==> src/rtl/sob_pkg.sv <==
package sob_pkg;

  typedef enum logic [1:0] {
    PORT_IDLE  = 2'd0,
    PORT_LOAD  = 2'd1,
    PORT_DRAIN = 2'd2
  } port_sel_e;

  // successor of a ring position
  function automatic int ring_next(int p, int depth);
    return (p + 1 >= depth) ? 0 : p + 1;
  endfunction

  // age of a ring slot counted from the oldest entry (0 = oldest)
  function automatic int entry_age(int idx, int head, int depth);
    return (idx >= head) ? idx - head : idx + depth - head;
  endfunction

  // bench-visible rule: load needs the port when it hits nothing
  function automatic logic wants_port(logic is_load, logic hit);
    return is_load && !hit;
  endfunction

endpackage

==> src/rtl/sob_queue.sv <==
module sob_queue
  import sob_pkg::*;
#(
  parameter int AW    = 16,
  parameter int DW    = 32,
  parameter int DEPTH = 4,
  localparam int PW   = (DEPTH > 1) ? $clog2(DEPTH) : 1,
  localparam int CW   = $clog2(DEPTH + 1)
) (
  input  logic                       clk,
  input  logic                       rst_n,
  input  logic                       push,
  input  logic [AW-1:0]              push_addr,
  input  logic [DW-1:0]              push_data,
  input  logic                       pop,
  output logic [DEPTH-1:0][AW-1:0]   ent_addr,
  output logic [DEPTH-1:0][DW-1:0]   ent_data,
  output logic [DEPTH-1:0]           ent_vld,
  output logic [PW-1:0]              head_ptr,
  output logic [CW-1:0]              count,
  output logic                       full,
  output logic                       empty,
  output logic [AW-1:0]              head_addr,
  output logic [DW-1:0]              head_data
);

  logic [PW-1:0] tail_ptr;

  always_ff @(posedge clk or negedge rst_n) begin
    if (!rst_n) begin
      head_ptr <= '0;
      tail_ptr <= '0;
      count    <= '0;
      ent_vld  <= '0;
    end else begin
      if (push) begin
        ent_vld[tail_ptr] <= 1'b1;
        tail_ptr          <= PW'(ring_next(int'(tail_ptr), DEPTH));
      end
      if (pop) begin
        ent_vld[head_ptr] <= 1'b0;
        head_ptr          <= PW'(ring_next(int'(head_ptr), DEPTH));
      end
      count <= count + CW'(push) - CW'(pop);
    end
  end

  // payload storage needs no reset: ent_vld qualifies it
  always_ff @(posedge clk) begin
    if (push) begin
      ent_addr[tail_ptr] <= push_addr;
      ent_data[tail_ptr] <= push_data;
    end
  end

  assign full      = (count == CW'(DEPTH));
  assign empty     = (count == '0);
  assign head_addr = ent_addr[head_ptr];
  assign head_data = ent_data[head_ptr];

endmodule

==> src/rtl/sob_fwd_match.sv <==
module sob_fwd_match
  import sob_pkg::*;
#(
  parameter int AW    = 16,
  parameter int DW    = 32,
  parameter int DEPTH = 4,
  localparam int PW   = (DEPTH > 1) ? $clog2(DEPTH) : 1
) (
  input  logic [DEPTH-1:0][AW-1:0] ent_addr,
  input  logic [DEPTH-1:0][DW-1:0] ent_data,
  input  logic [DEPTH-1:0]         ent_vld,
  input  logic [PW-1:0]            head_ptr,
  input  logic [AW-1:0]            look_addr,
  output logic                     hit,
  output logic [DW-1:0]            hit_data
);

  logic [DEPTH-1:0] eq;
  int               best_age;
  int               cur_age;

  for (genvar g = 0; g < DEPTH; g++) begin : g_cmp
    assign eq[g] = ent_vld[g] && (ent_addr[g] == look_addr);
  end

  // youngest matching entry wins
  always_comb begin
    hit      = 1'b0;
    hit_data = '0;
    best_age = 0;
    cur_age  = 0;
    for (int i = 0; i < DEPTH; i++) begin
      if (eq[i]) begin
        cur_age = entry_age(i, int'(head_ptr), DEPTH);
        if (!hit || cur_age > best_age) begin
          hit      = 1'b1;
          best_age = cur_age;
          hit_data = ent_data[i];
        end
      end
    end
  end

endmodule

==> src/rtl/sob_port_arb.sv <==
module sob_port_arb
  import sob_pkg::*;
(
  input  logic      req_valid,
  input  logic      req_is_store,
  input  logic      fwd_hit,
  input  logic      sb_full,
  input  logic      sb_empty,
  input  logic      mem_gnt,
  output port_sel_e sel,
  output logic      req_ready,
  output logic      load_byp,
  output logic      load_fwd,
  output logic      store_push,
  output logic      drain_fire,
  output logic      mem_req,
  output logic      mem_we
);

  logic is_load;
  logic byp_cand;

  assign is_load  = req_valid && !req_is_store;
  assign byp_cand = wants_port(is_load, fwd_hit);

  // bypassing load first, unless the buffer is full
  always_comb begin
    if (byp_cand && !sb_full) begin
      sel = PORT_LOAD;
    end else if (!sb_empty) begin
      sel = PORT_DRAIN;
    end else begin
      sel = PORT_IDLE;
    end
  end

  always_comb begin
    if (req_is_store) begin
      req_ready = !sb_full;
    end else if (fwd_hit) begin
      req_ready = 1'b1;
    end else begin
      req_ready = !sb_full && mem_gnt;
    end
  end

  assign mem_req    = (sel != PORT_IDLE);
  assign mem_we     = (sel == PORT_DRAIN);
  assign drain_fire = (sel == PORT_DRAIN) && mem_gnt;
  assign load_byp   = (sel == PORT_LOAD) && mem_gnt;
  assign load_fwd   = is_load && fwd_hit;
  assign store_push = req_valid && req_is_store && !sb_full;

endmodule

==> src/rtl/ldst_order_unit.sv <==
module ldst_order_unit
  import sob_pkg::*;
#(
  parameter int ADDR_W   = 16,
  parameter int DATA_W   = 32,
  parameter int SB_DEPTH = 4
) (
  input  logic              clk,
  input  logic              rst_n,
  input  logic              req_valid,
  output logic              req_ready,
  input  logic              req_is_store,
  input  logic [ADDR_W-1:0] req_addr,
  input  logic [DATA_W-1:0] req_wdata,
  output logic              rsp_valid,
  output logic [DATA_W-1:0] rsp_data,
  output logic              mem_req,
  output logic              mem_we,
  output logic [ADDR_W-1:0] mem_addr,
  output logic [DATA_W-1:0] mem_wdata,
  input  logic              mem_gnt,
  input  logic [DATA_W-1:0] mem_rdata
);

  localparam int PTR_W = (SB_DEPTH > 1) ? $clog2(SB_DEPTH) : 1;
  localparam int CNT_W = $clog2(SB_DEPTH + 1);

  // named internal events
  logic                             store_push;
  logic                             drain_fire;
  logic                             load_byp;
  logic                             load_fwd;
  logic                             fwd_hit;
  logic [DATA_W-1:0]                fwd_data;
  logic                             sb_full;
  logic                             sb_empty;
  logic [CNT_W-1:0]                 sb_count;
  logic [PTR_W-1:0]                 sb_head;
  logic [SB_DEPTH-1:0][ADDR_W-1:0]  sb_addr;
  logic [SB_DEPTH-1:0][DATA_W-1:0]  sb_data;
  logic [SB_DEPTH-1:0]              sb_vld;
  logic [ADDR_W-1:0]                sb_head_addr;
  logic [DATA_W-1:0]                sb_head_data;
  port_sel_e                        sel;

  logic                             rsp_valid_q;
  logic                             rsp_from_buf_q;
  logic [DATA_W-1:0]                fwd_data_q;

  sob_queue #(
    .AW   (ADDR_W),
    .DW   (DATA_W),
    .DEPTH(SB_DEPTH)
  ) queue_i (
    .clk      (clk),
    .rst_n    (rst_n),
    .push     (store_push),
    .push_addr(req_addr),
    .push_data(req_wdata),
    .pop      (drain_fire),
    .ent_addr (sb_addr),
    .ent_data (sb_data),
    .ent_vld  (sb_vld),
    .head_ptr (sb_head),
    .count    (sb_count),
    .full     (sb_full),
    .empty    (sb_empty),
    .head_addr(sb_head_addr),
    .head_data(sb_head_data)
  );

  sob_fwd_match #(
    .AW   (ADDR_W),
    .DW   (DATA_W),
    .DEPTH(SB_DEPTH)
  ) match_i (
    .ent_addr (sb_addr),
    .ent_data (sb_data),
    .ent_vld  (sb_vld),
    .head_ptr (sb_head),
    .look_addr(req_addr),
    .hit      (fwd_hit),
    .hit_data (fwd_data)
  );

  sob_port_arb arb_i (
    .req_valid   (req_valid),
    .req_is_store(req_is_store),
    .fwd_hit     (fwd_hit),
    .sb_full     (sb_full),
    .sb_empty    (sb_empty),
    .mem_gnt     (mem_gnt),
    .sel         (sel),
    .req_ready   (req_ready),
    .load_byp    (load_byp),
    .load_fwd    (load_fwd),
    .store_push  (store_push),
    .drain_fire  (drain_fire),
    .mem_req     (mem_req),
    .mem_we      (mem_we)
  );

  assign mem_addr  = (sel == PORT_LOAD) ? req_addr : sb_head_addr;
  assign mem_wdata = sb_head_data;

  always_ff @(posedge clk or negedge rst_n) begin
    if (!rst_n) begin
      rsp_valid_q    <= 1'b0;
      rsp_from_buf_q <= 1'b0;
      fwd_data_q     <= '0;
    end else begin
      rsp_valid_q    <= load_fwd || load_byp;
      rsp_from_buf_q <= load_fwd;
      if (load_fwd) begin
        fwd_data_q <= fwd_data;
      end
    end
  end

  assign rsp_valid = rsp_valid_q;
  assign rsp_data  = rsp_from_buf_q ? fwd_data_q : mem_rdata;

endmodule

==> config.mk <==
export PLATFORM = sky130hd
export DESIGN_NAME = ldst_order_unit
export DESIGN_NICKNAME = d
export VERILOG_FILES = /design/src/rtl/sob_pkg.sv /design/src/rtl/sob_queue.sv /design/src/rtl/sob_fwd_match.sv /design/src/rtl/sob_port_arb.sv /design/src/rtl/ldst_order_unit.sv
export SDC_FILE = /design/constraint.sdc
export NUM_CORES = 1
export LEC_CHECK = 0
export CAP_MARGIN = 30
export CORE_AREA = 5 5 225 140
export CTS_CLUSTER_SIZE = 28
export DETAILED_ROUTE_END_ITERATION = 12
export DIE_AREA = 0 0 230 145
export HOLD_SLACK_MARGIN = 0.1
export PLACE_DENSITY = 0.71
export SLEW_MARGIN = 20
export SYNTH_ARGS = -nofsm -noshare
export SYNTH_HDL_FRONTEND = slang
export SYNTH_SLANG_ARGS = --single-unit
==> constraint.sdc <==
create_clock -name clk -period 13.85 [get_ports clk]
set_input_delay 2.77 -clock clk [delete_from_list [all_inputs] [get_ports clk]]
set_output_delay 2.77 -clock clk [all_outputs]
set_load 0.02 [all_outputs]
== Word-level counts from Yosys, hierarchy flattened ==
Index checks and enable logic that the tools add are counted.
Storage, ports and cells
  input bits: 85
  output and inout port bits: 84
  word-level logic and storage cells: 121
  bits in registers: 237
Cells by class
  muxes and demuxes: 46
  magnitude comparators: 12
  reductions and logical operators: 27
  eq/ne operators: 7
  $add $sub $neg: 11
  bitwise gates (word level): 3
Operators with widths (number)
  2-to-1 mux 32 bit: 18
  bitwise mux 128 bit: 1
  > comparator 32 bit: 3
  binary-select mux 32 bit (select 2 bit): 1
  bitwise mux 64 bit: 1
  demux 32 bit (select 2 bit): 1
  equality test 16 bit: 4
  2-to-1 mux 16 bit: 3
  binary-select mux 16 bit (select 2 bit): 1
  demux 16 bit (select 2 bit): 1
  logical AND 1 bit: 15
  subtractor 3 x 2 -> 4 bit, first input constant: 3
  2-to-1 mux 1 bit: 11
  2-to-1 mux 2 bit: 4
  2-to-1 mux 4 bit: 2
  adder 2 x 1 -> 3 bit, second input constant: 2
  greater-or-equal comparator 3 bit, second input constant: 2
  zero test 1 bit: 6
  less-than comparator 2 x 3 -> 1 bit, second input constant: 2
  subtractor 1 x 2 -> 3 bit, first input constant: 2
  subtractor 2 x 2 -> 3 bit, first input constant: 2
  AND 4 bit: 1
  demux 1 bit (select 2 bit): 2
  greater-or-equal comparator 1 x 2 -> 1 bit, first input constant: 2
  12 further kinds: 16

== Longest topological paths before layout ==
  word-level depth: 22
  depth in mapped cells: 25
  mapped depth without buffers: 20

== Modules after synthesis ==
A second synthesis with hierarchy kept.
Second synthesis, totals
  cells, all modules: 749
  area, all modules: 12210.5 um^2
Modules (own cells, without submodules)
  sob_queue: cells each 301, area each 7572.3 um^2, instances 1
  sob_fwd_match: cells each 310, area each 2658.8 um^2, instances 1
  ldst_order_unit: cells each 126, area each 1895.6 um^2, instances 1
  sob_port_arb: cells each 12, area each 83.8 um^2, instances 1

== Worst setup path before layout ==
Ideal clock, no wire load.
  path kind: input port to output port
  start: input req_addr[4]
  end: output mem_addr[10]
  data required time: 11.080 ns
  arrival time: 4.947 ns
  setup slack: 6.133 ns
  stages: 10
  buffers on the path: 3
  cell sequence: buf_2 > xor2_1 > nor4_1 > nand2_1 > or4_4 > and4_4 > buf_6 > nand3_2 > buf_4 > mux2_2
On the way
  longest elaborated chain between the ends: 21
  elaborated cells between the ends (all ways): 35
  those cells by class: 3 x order compare; 5 x eq/ne; 14 x mux; 13 x reduce/logical
Ends and longest elaborated chain
  start, declared: line ldst_order_unit.sv:13  | input logic [ADDR_W-1:0] req_addr,
  equality test 16 bit: line sob_fwd_match.sv:23  | assign eq[g] = ent_vld[g] && (ent_addr[g] == look_addr);
  logical AND 1 bit: line sob_fwd_match.sv:23
  2-to-1 mux 32 bit / 2-to-1 mux 1 bit (equally long branches): line sob_fwd_match.sv:33  | if (eq[i]) begin
  > comparator 32 bit / zero test 1 bit (equally long branches): line sob_fwd_match.sv:35  | if (!hit || cur_age > best_age) begin
  logical OR 1 bit: line sob_fwd_match.sv:35
  2-to-1 mux 32 bit / 2-to-1 mux 1 bit (equally long branches): line sob_fwd_match.sv:35
  2-to-1 mux 32 bit / 2-to-1 mux 1 bit (equally long branches): line sob_fwd_match.sv:33
  > comparator 32 bit / zero test 1 bit (equally long branches): line sob_fwd_match.sv:35
  [... 5 more ...]
  2-to-1 mux 1 bit: line sob_fwd_match.sv:35
  2-to-1 mux 1 bit (*): line sob_fwd_match.sv:33
  zero test 1 bit (*): line sob_pkg.sv:21  | return is_load && !hit;
  logical AND 1 bit (*): line sob_pkg.sv:21
  logical AND 1 bit (*): line sob_port_arb.sv:28  | if (byp_cand && !sb_full) begin
  2-to-1 mux 2 bit (*): line sob_port_arb.sv:28
  equality test 2 x 1 -> 1 bit (*): line ldst_order_unit.sv:103  | assign mem_addr = (sel == PORT_LOAD) ? req_addr : sb_head_addr;
  2-to-1 mux 16 bit (*): line ldst_order_unit.sv:103
  end, declared: line ldst_order_unit.sv:19  | output logic [ADDR_W-1:0] mem_addr,
Mark *: on every way between the ends. The rest lies on a longest branch, timed or not.

== Final worst setup path ==
  start: input req_addr[13]
  end: output mem_addr[11]
The elaborated chain is that of the path after synthesis.

==> impl_metrics.tcl <==
set metrics [dict create \
    status "finished clean" \
    synthToLayoutAreaGrowth_pct 23.1 \
    synth_area_sq_um 11700 \
    grtUsageTotal_pct 17.0 \
    rsz0062_at_grt "false" \
    ys_async_sr_fraction_pct 19.0 \
    final_hold_viol_count 0 \
    yosys.cell_count.top_type "edfxtp_1" \
    grt_pass1_wl_um 44900 \
    htreeDepth 1 \
    finClkSkew_ns 0.00877 \
    holdBufCountCts 0 \
    num_vias 7187 \
    clk_latency_ns 0.52 \
    avgSynthCellArea_sq_um 14.9 \
    period_needed_ns 9.31 \
    place.gp.congestion 0.780 \
    holdCritPathClass "register to register" \
    routed_wl_um 29200 \
    fp.dieW_um 230 \
    viasPerCell 5.41 \
    worstMarginPinSlew_ns 0.888 \
    ys_types 54 \
    synth-edff-count 192 \
    ios 169 \
    synth_top_area_cell "edfxtp_1" \
    io_buffer_count 168 \
    cts_tree "yes" \
    drc_errors 0 \
    netlist.area_leader.share_pct 49.2 \
    worstPathCellList "clkdlybuf4s50_1 > xor2_1 > nor4_1 > nand2_1 > or4_4 > and4_4 > nand3_2 > mux2_2 > clkdlybuf4s50_1" \
    ir_drop_mv 0.0827 \
    synth-seq-area-share_pct 58.8 \
    dr.pass1.iters 5 \
    cp.arrival_ns 6.54 \
    start_util_pct 40.0 \
    cts.repair.resized 0 \
    clock-root-buffer "clkbuf_16" \
    cp_max_fo 16 \
    maxSlewHeadroom_pct 40.8 \
    path_buf_inv 2 \
    die_h_um 145 \
    critPathTopFamily "simple AND/OR/NAND/NOR gates" \
    required_ns 11.08 \
    synth_seq_cells 237 \
    worst_setup_path_end_kind "output pin" \
    yosys_warnings 0 \
    antenna_found_initial 1 \
    drtAntennaViolNets 0 \
    synthCells 786 \
    rows 49 \
    leakage_nw 5.19 \
    start_kind "input port" \
    coreArea_sq_um 29300 \
    drt-initial-drc-count 614 \
    fin_crit_sh_pct 67.2 \
    final_max_slew_viol_count 0 \
    post_cts_buffers 0 \
    netlist_top_cells_area "edfxtp_1 (49%), dfrtp_1 (9.6%), mux4_2 (9.2%)" \
    cp_slowest_stage_delay_ns 0.62 \
    gr-total-overflow 0 \
    powerDensity_nw_per_um2 161 \
    critPathKind "input port to output pin" \
    numCtsBuffers 24 \
    ys.flop_type "edfxtp_1" \
    clk_pin_slew_worst_paths_ns 0.06 \
    timing.fmax_mhz 107 \
    max_cap_viol_count 0 \
    wl_per_cell_um 22.0 \
    die_area_sq_um 33400 \
    final_layout_size_suffix_gt1_share_pct 19.6 \
    finalPower_mw 2.32 \
    layout.nets 1032 \
    worst_path_most_repeated_cell "clkdlybuf4s50_1" \
    synth_common_cells "edfxtp_1 (192), mux2_2 (49), mux4_2 (48)" \
    setup_tns_ns 0 \
    dp_hpwl_um 19100 \
    cts.sinks 237 \
    synth_nets 889 \
    fillers 2480 \
    num_antenna_cells 0 \
    crit_slowest_cell "clkdlybuf4s50_1" \
    grt_max_degree 70 \
    grt_pass1_vias 7318 \
    finalSetupViolations 0 \
    clk_path_buf_depth 3 \
]
-- layer usage --
layer	routed length [um]	vias up	GRT usage (%)	part of all wire (%)
met1	14100	3600	26.8	48
met2	12700	252	25.1	43
met5	13	-	0	0.045
li1	-	3303	-	-
met3	2030	30	3.34	7.0
met4	344	2	2.42	1.2
-- flip-flops by register name, summed over array words and instances (netlist names) --
signal	cells
queue_i.ent_data	128
queue_i.ent_addr	64
fwd_data_q	32
queue_i.ent_vld	4
queue_i.count	3
queue_i.head_ptr	2
queue_i.tail_ptr	2
rsp_from_buf_q	1
rsp_valid	1
-- worst min-delay path, stage by stage, from the launching register on --
cell	delay, ns
edfxtp_1	0.34
a22oi_1	0.06
o31ai_1	0.06
-- per-stage QoR --
| step | hold WS (ns) | instance area, sq um | worst slack [ns] | cells | util, % |
|---|---|---|---|---|---|
| 4_1_cts | 0.499 | 14400 | 4.55 | 1329 | 49.3 |
| 6_report | 0.499 | 14400 | 4.54 | 1329 | 49.3 |
| 5_1_grt | 0.532 | 14400 | 4.40 | 1329 | 49.3 |
| 3_3_place_gp | 0.482 | 13600 | 4.45 | 1284 | 46.6 |
| 2_1_floorplan | 0.468 | 11700 | 6.13 | 786 | - |
| 3_5_place_dp | 0.485 | 13700 | 4.23 | 1285 | 46.7 |
-- worst paths after layout --
kind | startpoint | endpoint | slack [ns] | cells past startpoint
min in group asynchronous | rst_n | queue_i.count[2] | 2.38 | 2
max in group asynchronous | rst_n | queue_i.head_ptr[0] | 10.97 | 2
max reg2reg | queue_i.ent_addr[28] | fwd_data_q[2] | 7.32 | 21
max | req_addr[13] | mem_addr[11] | 4.54 | 9
min | queue_i.ent_data[127] | fwd_data_q[31] | 0.50 | 2
min reg2reg | queue_i.ent_data[127] | fwd_data_q[31] | 0.50 | 2
-- cell families (layout without fill, tap and decap cells) --
kind of cell	Yosys count	in the layout	share of synthesized area [%]
DFF	237	237	58.8
buffers and inverters	105	266	4.38
and+or+nand+nor	107	107	5.17
xor gates and xnor gates	66	66	4.93
muxes	131	131	16.8
adders and majority gates	18	18	1.98
AOI/OAI and AO/OA	122	122	7.93
-- cell usage in the layout, fill, tap and decap left out, types with 31 or more instances in the layout --
cell type and instances:
mux2i_1 33, dfrtp_1 42, edfxtp_1 192, mux4_2 48
inv_1 42, mux2_2 49, nand3_1 41, xor2_1 35
xnor2_1 31, clkdlybuf4s50_1 167, o21ai_0 40
-- power by group --
part           internal, mW  switching (mW)  total [mW]
registers             0.853          0.0428       0.896
logic                 0.391           0.413       0.804
clock network         0.360           0.262       0.622
total                  1.60           0.718        2.32
-- cell type report --
cell class              count  area [sq um]  area share (%)
flip-flops and latches    237          6900            47.8
multi-input cells         444          4360            30.2
repair buffers            180          1790            12.4
clock buffers              35           682            4.72
well taps                 382           478            3.31
inverters                  42           158            1.09
clock inverters             9          78.8           0.546
Power figures use the tool's default switching activity.
